===== src/rtl/i2c_step_pkg.sv =====
package i2c_step_pkg;
  localparam logic [2:0] A_CTRL = 3'd0;
  localparam logic [2:0] A_STAT = 3'd1;
  localparam logic [2:0] A_DATA = 3'd2;
  localparam logic [2:0] A_CLK  = 3'd3;
  localparam logic [2:0] A_SRST = 3'd4;

  localparam int CB_EN  = 0;
  localparam int CB_STA = 1;
  localparam int CB_STO = 2;
  localparam int CB_FLG = 3;
  localparam int CB_ACK = 4;

  localparam logic [7:0] ST_IDLE    = 8'hF8;
  localparam logic [7:0] ST_START   = 8'h08;
  localparam logic [7:0] ST_RSTART  = 8'h10;
  localparam logic [7:0] ST_AW_ACK  = 8'h18;
  localparam logic [7:0] ST_AW_NAK  = 8'h20;
  localparam logic [7:0] ST_TX_ACK  = 8'h28;
  localparam logic [7:0] ST_TX_NAK  = 8'h30;
  localparam logic [7:0] ST_AR_ACK  = 8'h40;
  localparam logic [7:0] ST_AR_NAK  = 8'h48;
  localparam logic [7:0] ST_RX_ACK  = 8'h50;
  localparam logic [7:0] ST_RX_NAK  = 8'h58;

  typedef enum logic [1:0] {BC_START, BC_STOP, BC_WBIT, BC_RBIT} bitcmd_e;
  typedef enum logic [1:0] {S_IDLE, S_START, S_STOP, S_BYTE} seq_e;
endpackage


===== src/rtl/i2c_step_clkdiv.sv =====
module i2c_step_clkdiv #(
  parameter int NW = 3,
  parameter int MW = 4
) (
  input  logic          clk,
  input  logic          rst_n,
  input  logic          run,
  input  logic [NW-1:0] n_sel,
  input  logic [MW-1:0] m_sel,
  output logic          tick
);
  localparam int PW = (1 << NW) - 1;
  localparam logic [PW:0] ONE = 1;

  logic [PW-1:0] pre_cnt;
  logic [MW-1:0] main_cnt;
  logic [PW:0]   pre_lim;
  logic          pre_tick;

  assign pre_lim  = (ONE << n_sel) - ONE;
  assign pre_tick = run && (pre_cnt == pre_lim[PW-1:0]);
  assign tick     = pre_tick && (main_cnt == m_sel);

  always_ff @(posedge clk) begin
    if (!rst_n || !run) begin
      pre_cnt  <= '0;
      main_cnt <= '0;
    end else if (pre_tick) begin
      pre_cnt  <= '0;
      main_cnt <= (main_cnt == m_sel) ? '0 : main_cnt + MW'(1);
    end else begin
      pre_cnt  <= pre_cnt + PW'(1);
    end
  end
endmodule


===== src/rtl/i2c_step_bitengine.sv =====
module i2c_step_bitengine
  import i2c_step_pkg::*;
(
  input  logic    clk,
  input  logic    rst_n,
  input  logic    clr,
  input  logic    tick,
  input  logic    cmd_valid,
  input  bitcmd_e cmd,
  input  logic    wbit,
  input  logic    sda_in,
  output logic    busy,
  output logic    done,
  output logic    rbit,
  output logic    scl_oe,
  output logic    sda_oe
);
  bitcmd_e    cmd_q;
  logic [1:0] ph_q;
  logic       wbit_q;

  always_ff @(posedge clk) begin
    if (!rst_n || clr) begin
      busy   <= 1'b0;
      done   <= 1'b0;
      ph_q   <= 2'd0;
      cmd_q  <= BC_START;
      wbit_q <= 1'b1;
      rbit   <= 1'b1;
      scl_oe <= 1'b0;
      sda_oe <= 1'b0;
    end else begin
      done <= 1'b0;
      if (!busy) begin
        if (cmd_valid) begin
          busy   <= 1'b1;
          ph_q   <= 2'd0;
          cmd_q  <= cmd;
          wbit_q <= wbit;
        end
      end else if (tick) begin
        case (cmd_q)
          BC_START: case (ph_q)
            2'd0: sda_oe <= 1'b0;
            2'd1: scl_oe <= 1'b0;
            2'd2: sda_oe <= 1'b1;
            default: scl_oe <= 1'b1;
          endcase
          BC_STOP: case (ph_q)
            2'd0: sda_oe <= 1'b1;
            2'd1: scl_oe <= 1'b0;
            2'd2: sda_oe <= 1'b0;
            default: ;
          endcase
          BC_WBIT: case (ph_q)
            2'd0: sda_oe <= !wbit_q;
            2'd1: scl_oe <= 1'b0;
            2'd2: ;
            default: scl_oe <= 1'b1;
          endcase
          default: case (ph_q)
            2'd0: sda_oe <= 1'b0;
            2'd1: scl_oe <= 1'b0;
            2'd2: rbit   <= sda_in;
            default: scl_oe <= 1'b1;
          endcase
        endcase
        if (ph_q == 2'd3) begin
          busy <= 1'b0;
          done <= 1'b1;
        end else begin
          ph_q <= ph_q + 2'd1;
        end
      end
    end
  end
endmodule


===== src/rtl/i2c_step_master.sv =====
module i2c_step_master
  import i2c_step_pkg::*;
#(
  parameter int NW          = 3,
  parameter int MW          = 4,
  parameter int SRST_CYCLES = 8
) (
  input  logic       clk,
  input  logic       rst_n,
  input  logic       reg_we,
  input  logic [2:0] reg_addr,
  input  logic [7:0] reg_wdata,
  output logic [7:0] reg_rdata,
  input  logic       sda_in,
  output logic       scl_oe,
  output logic       sda_oe
);
  localparam int CW = NW + MW;
  localparam int SW = $clog2(SRST_CYCLES + 1);
  localparam logic [CW-1:0] CLK_INIT = CW'((1 << NW) | 1);

  logic en_q, sta_q, sto_q, flg_q, ack_q, go_q;
  logic owned_q, rd_mode_q, addr_next_q, byte_addr_q, pend_q;
  logic [7:0] data_q, sh_q, stat_q;
  logic [CW-1:0] clk_q;
  logic [SW-1:0] srst_cnt;
  logic [3:0] bitcnt;
  logic sda_s1, sda_s2;
  seq_e state_q;

  logic srst_busy, tick, eng_busy, eng_done, eng_rbit, cmd_valid, wbit, rd_byte, cond_busy;
  bitcmd_e cmd;

  assign srst_busy = (srst_cnt != '0);
  assign rd_byte   = rd_mode_q && !byte_addr_q;
  assign cond_busy = (state_q == S_START) || (state_q == S_STOP);
  assign cmd_valid = (state_q != S_IDLE) && !pend_q && !eng_busy && !srst_busy;

  always_comb begin
    cmd  = BC_START;
    wbit = 1'b1;
    case (state_q)
      S_STOP: cmd = BC_STOP;
      S_BYTE: begin
        if (bitcnt != 4'd8) begin
          cmd  = rd_byte ? BC_RBIT : BC_WBIT;
          wbit = sh_q[7];
        end else begin
          cmd  = rd_byte ? BC_WBIT : BC_RBIT;
          wbit = !ack_q;
        end
      end
      default: cmd = BC_START;
    endcase
  end

  i2c_step_clkdiv #(.NW(NW), .MW(MW)) u_div (
    .clk(clk), .rst_n(rst_n), .run(en_q && !srst_busy),
    .n_sel(clk_q[NW-1:0]), .m_sel(clk_q[CW-1:NW]), .tick(tick)
  );

  i2c_step_bitengine u_eng (
    .clk(clk), .rst_n(rst_n), .clr(srst_busy), .tick(tick),
    .cmd_valid(cmd_valid), .cmd(cmd), .wbit(wbit), .sda_in(sda_s2),
    .busy(eng_busy), .done(eng_done), .rbit(eng_rbit),
    .scl_oe(scl_oe), .sda_oe(sda_oe)
  );

  always_ff @(posedge clk) begin
    if (!rst_n) begin
      sda_s1 <= 1'b1;
      sda_s2 <= 1'b1;
    end else begin
      sda_s1 <= sda_in;
      sda_s2 <= sda_s1;
    end
  end

  always_ff @(posedge clk) begin
    if (!rst_n) begin
      en_q <= 1'b0; sta_q <= 1'b0; sto_q <= 1'b0; flg_q <= 1'b0; ack_q <= 1'b0;
      go_q <= 1'b0; owned_q <= 1'b0; rd_mode_q <= 1'b0; addr_next_q <= 1'b0;
      byte_addr_q <= 1'b0; pend_q <= 1'b0; data_q <= '0; sh_q <= '0;
      stat_q <= ST_IDLE; clk_q <= CLK_INIT; srst_cnt <= '0; bitcnt <= '0;
      state_q <= S_IDLE;
    end else begin
      if (reg_we && reg_addr == A_SRST && reg_wdata[0]) srst_cnt <= SW'(SRST_CYCLES);
      else if (srst_busy) srst_cnt <= srst_cnt - SW'(1);

      if (srst_busy) begin
        sta_q <= 1'b0; sto_q <= 1'b0; flg_q <= 1'b0; ack_q <= 1'b0; go_q <= 1'b0;
        owned_q <= 1'b0; rd_mode_q <= 1'b0; addr_next_q <= 1'b0; pend_q <= 1'b0;
        stat_q <= ST_IDLE; state_q <= S_IDLE; bitcnt <= '0;
      end else begin
        if (reg_we) begin
          case (reg_addr)
            A_CTRL: begin
              en_q  <= reg_wdata[CB_EN];
              ack_q <= reg_wdata[CB_ACK];
              if (reg_wdata[CB_STA]) sta_q <= 1'b1;
              if (reg_wdata[CB_STO]) sto_q <= 1'b1;
              if (flg_q && !reg_wdata[CB_FLG]) begin
                flg_q <= 1'b0;
                go_q  <= 1'b1;
              end
            end
            A_DATA:  data_q <= reg_wdata;
            A_CLK:   clk_q  <= reg_wdata[CW-1:0];
            default: ;
          endcase
        end

        if (cmd_valid) pend_q <= 1'b1;
        else if (eng_done) pend_q <= 1'b0;

        case (state_q)
          S_IDLE: if (en_q && !flg_q) begin
            if (sta_q) begin
              state_q <= S_START; go_q <= 1'b0;
            end else if (sto_q) begin
              state_q <= S_STOP; go_q <= 1'b0;
            end else if (go_q && owned_q) begin
              state_q     <= S_BYTE;
              go_q        <= 1'b0;
              bitcnt      <= '0;
              sh_q        <= data_q;
              byte_addr_q <= addr_next_q;
              addr_next_q <= 1'b0;
              if (addr_next_q) rd_mode_q <= data_q[0];
            end
          end
          S_START: if (eng_done) begin
            state_q     <= S_IDLE;
            sta_q       <= 1'b0;
            flg_q       <= 1'b1;
            stat_q      <= owned_q ? ST_RSTART : ST_START;
            owned_q     <= 1'b1;
            addr_next_q <= 1'b1;
          end
          S_STOP: if (eng_done) begin
            state_q   <= S_IDLE;
            sto_q     <= 1'b0;
            owned_q   <= 1'b0;
            rd_mode_q <= 1'b0;
            stat_q    <= ST_IDLE;
          end
          default: if (eng_done) begin
            if (bitcnt != 4'd8) begin
              bitcnt <= bitcnt + 4'd1;
              sh_q   <= {sh_q[6:0], eng_rbit};
            end else begin
              state_q <= S_IDLE;
              flg_q   <= 1'b1;
              if (rd_byte) begin
                data_q <= sh_q;
                stat_q <= ack_q ? ST_RX_ACK : ST_RX_NAK;
              end else if (byte_addr_q) begin
                if (rd_mode_q) stat_q <= eng_rbit ? ST_AR_NAK : ST_AR_ACK;
                else           stat_q <= eng_rbit ? ST_AW_NAK : ST_AW_ACK;
              end else begin
                stat_q <= eng_rbit ? ST_TX_NAK : ST_TX_ACK;
              end
            end
          end
        endcase
      end
    end
  end

  always_comb begin
    case (reg_addr)
      A_CTRL:  reg_rdata = {3'b000, ack_q, flg_q, sto_q, sta_q, en_q};
      A_STAT:  reg_rdata = stat_q;
      A_DATA:  reg_rdata = data_q;
      A_CLK:   reg_rdata = 8'(clk_q);
      A_SRST:  reg_rdata = {7'd0, srst_busy};
      default: reg_rdata = 8'h00;
    endcase
  end
endmodule


===== config.mk =====
export PLATFORM = sky130hd
export DESIGN_NAME = i2c_step_master
export DESIGN_NICKNAME = d
export VERILOG_FILES = /design/src/rtl/i2c_step_pkg.sv /design/src/rtl/i2c_step_clkdiv.sv /design/src/rtl/i2c_step_bitengine.sv /design/src/rtl/i2c_step_master.sv
export SDC_FILE = /design/constraint.sdc
export NUM_CORES = 1
export LEC_CHECK = 0
export CAP_MARGIN = 20
export CORE_MARGIN = 10
export CORE_UTILIZATION = 40
export CTS_BUF_LIST = sky130_fd_sc_hd__clkbuf_4
export DETAILED_ROUTE_END_ITERATION = 12
export PLACE_DENSITY = 0.66
export RECOVER_POWER = 50
export SETUP_SLACK_MARGIN = 0.02
export SLEW_MARGIN = 0
export SYNTH_ARGS = -nofsm -noshare
export SYNTH_HDL_FRONTEND = slang
export SYNTH_HIERARCHICAL = 1
export SYNTH_SLANG_ARGS = --single-unit

===== constraint.sdc =====
create_clock -name clk -period 4.1 [get_ports clk]
set_input_delay 0.615 -clock clk [delete_from_list [all_inputs] [get_ports clk]]
set_output_delay 0.615 -clock clk [all_outputs]
set_load 0.01 [all_outputs]

==> flow_summary.yaml <==
run_status:
  outcome: "finished, final reports clean"
placement:
  hpwl_mm: 7.64
  pre_cts_ws_ns: 0.707
  place_inst: 621
  placed_area_um2: 4430
  port_buffers: 24
  gp_congestion: 0.839
grt:
  grt_overflow: 0
  grt_start_max_net_pins: 27
  grtUsageTotal_pct: 14.5
  grt_pass1_vias: 3424
  grt_pass1_wl_mm: 17.3
  antenna_found_initial: 0
power:
  internal_power_mw: 0.981
  power.density_nw_per_um2: 342
  clockPowerShare_pct: 25.7
  power.switching_mw: 0.568
  leakagePower_nw: 1.65
  power.share.switching_pct: 36.7
  p_seq_share_pct: 48.2
  combPwrFrac_pct: 26.1
  total_power_mw: 1.55
  ir_drop_v: 0.000172
logic_synthesis:
  ys_warn_count: 6
  ys_seq_elements: 72
  yosysSeqAreaShare_pct: 35.3
  synth-edff-count: 0
  syn_area_per_cell_um2: 8.48
  synthCells: 482
  ys_types: 73
  syn_nets: 514
  async_reset_ff_share_pct: 0
  syn_area_um2: 4090
  ys.flop_type: "dfxtp_1"
cts:
  insertion_delay_ns: 0.43
  cts_tree: "built"
  cts_hold_buf: 0
  clock_path_buffers: 2
  postCtsSetupBuffers: 0
  cts_max_level: 3
  cts_root_buffer: "clkbuf_4"
  ctsResizeCount: 0
  cts.sinks: 72
  path_clk_slew_ns: 0.11
  cts_buffers: 9
sta:
  setup_viol: 0
  max_freq_ghz: 0.289
  maxSlewViolCount: 0
  fin_skew_ns: 0.0252
  max_slew_margin_pct: 34.5
  fin_crit_ns: 3.46
  rsz0062_at_grt: "false"
  fin_crit_sh_pct: 84.4
  setup_tns_ns: 0
  hold_viol_final: 0
  worstMarginPinSlew_ns: 0.982
  setup_slack_ns: 0.639
detailed_routing:
  viasPerCell: 5.64
  totalWireLength_mm: 10.4
  drcViolationCount: 0
  drt_iter0_markers: 211
  num_vias: 3592
  drt_pass1_iterations: 5
  wl_per_cell_um: 16.3
  ant_nets: 0
worst_setup_path:
  cp_slowest_stage_delay_ns: 0.99
  worstPathCellList: "dlygate4sd3_1, mux4_2, nor2b_1, clkdlybuf4s50_1"
  worstSetupPathType: "primary input to primary output"
  critPathCaptureType: "primary output"
  cp.required_ns: 3.48
  arrival_ns: 2.85
  slowest_stage: "dlygate4sd3_1"
  cp-start-kind: "primary input"
  path_max_fanout: 18
floorplan:
  rows: 36
  ios: 25
  die-area_um2: 14700
  fp.dieW_um: 121
  core_area_um2: 9860
  die_h_um: 121
  start_util_pct: 41.5
finish:
  syn2layout_area_growth_pct: 10.7
  layout.cells.non_filler: 637
  drive_gt1_share_pct: 10.7
  insertedDiodeCount: 0
  nNetsFinal: 531
  layout_common_cells: "dfxtp_1, nand2_1, nor2_1, o21ai_0, a21oi_1"
  mostFrequentLayoutCell: "dfxtp_1"
  final_area_um2: 4530
hold_path:
  hold_path.class: "flip-flop to flip-flop"
flow_run:
  cap_violations: 0
-- cell families (layout without fill, tap and decap cells) --
logic type / after synthesis / in the layout / synth area share (%)
flops: 72 / 72 / 35.3
xor+xnor: 15 / 15 / 3.21
compound gates: 113 / 113 / 18.3
fa+ha+maj: 17 / 17 / 5.20
mux: 28 / 28 / 7.56
simple gates: 196 / 196 / 26.3
buf+inv: 41 / 63 / 4.19
-- flip-flops by register name, summed over array words and instances, names as in the netlist, 2 cells and up --
register        count
sh_q                8
u_div/main_cnt      4
u_div/pre_cnt       7
stat_q              5
u_eng/ph_q          2
bitcnt              4
state_q             2
clk_q               7
srst_cnt            4
u_eng/cmd_q         2
data_q              8
-- cells in the mapped netlist, types with 7 or more instances --
| cell | number | share of area (%) |
|---|---|---|
| a21oi_1 | 27 | 3.3 |
| and3_1 | 12 | 1.8 |
| clkbuf_1 | 13 | 1.2 |
| dfxtp_1 | 72 | 35 |
| ha_1 | 17 | 5.2 |
| inv_1 | 17 | 1.6 |
| mux2i_1 | 23 | 5.6 |
| nand2_1 | 55 | 5.0 |
| nand2b_1 | 7 | 1.1 |
| nand3_1 | 22 | 2.7 |
| nand4_1 | 9 | 1.4 |
| nor2_1 | 34 | 3.1 |
| nor2b_1 | 12 | 1.8 |
| o211ai_1 | 8 | 1.5 |
| o21ai_0 | 34 | 4.2 |
| o221a_2 | 9 | 2.5 |
| xnor2_1 | 7 | 1.5 |
| xor2_1 | 8 | 1.7 |
-- power groups by stage --
stage / clock network, mW / registers (mW) / logic [mW]
floorplan: 0 / 0.755 / 0.288
global placement: 0 / 0.763 / 0.404
detailed placement: 0 / 0.764 / 0.410
CTS: 0.408 / 0.748 / 0.413
global route: 0.437 / 0.751 / 0.446
finish: 0.398 / 0.747 / 0.404
-- routing by layer --
| metal | share of wire (%) | wire [um] | vias up | GRT usage [%] |
|---|---|---|---|---|
| li1 | - | - | 1774 | - |
| met1 | 45 | 4640 | 1720 | 18.1 |
| met5 | 0 | 0 | - | 0 |
| met4 | 1.9 | 194 | 0 | 5.20 |
| met3 | 5.7 | 590 | 18 | 3.26 |
| met2 | 48 | 4930 | 80 | 23.7 |
-- critical path: cells and delay by family --
family	cells	cell delay (ns)
buf+inv	2	1.49
mux	1	0.57
simple gates	1	0.16
-- stage by stage --
stage / utilization [%] / hold WS (ns)
after floorplan: - / 0.386
after global placement: 44.9 / 0.407
after detailed placement: 44.9 / 0.405
after CTS: 46.0 / 0.437
after global routing: 45.9 / 0.463
final: 45.9 / 0.435
-- layout make-up --
cell class	instances	area, um^2
Sequential cell	72	1440
Timing Repair Buffer	28	267
Clock inverter	7	48.8
Clock buffer	9	67.6
Multi-Input combinational cell	369	2460
Inverter	19	71.3
Tap cell	133	166
Fill cell	976	5340
-- path summary, 6_finish.rpt --
check	start	to	slack [ns]	depth (start not counted)
worst max-delay path	reg_addr[1]	reg_rdata[4]	0.64	4
worst min-delay path	sda_s1$_SDFF_PN1_	sda_s2$_SDFF_PN1_	0.44	1
worst max register to register	clk_q[2]$_SDFFE_PN0P_	u_eng/ph_q[1]$_SDFFE_PP0P_	0.94	10
worst min register to register	sda_s1$_SDFF_PN1_	sda_s2$_SDFF_PN1_	0.44	1
Note: power is estimated with default switching activity, not from simulation.
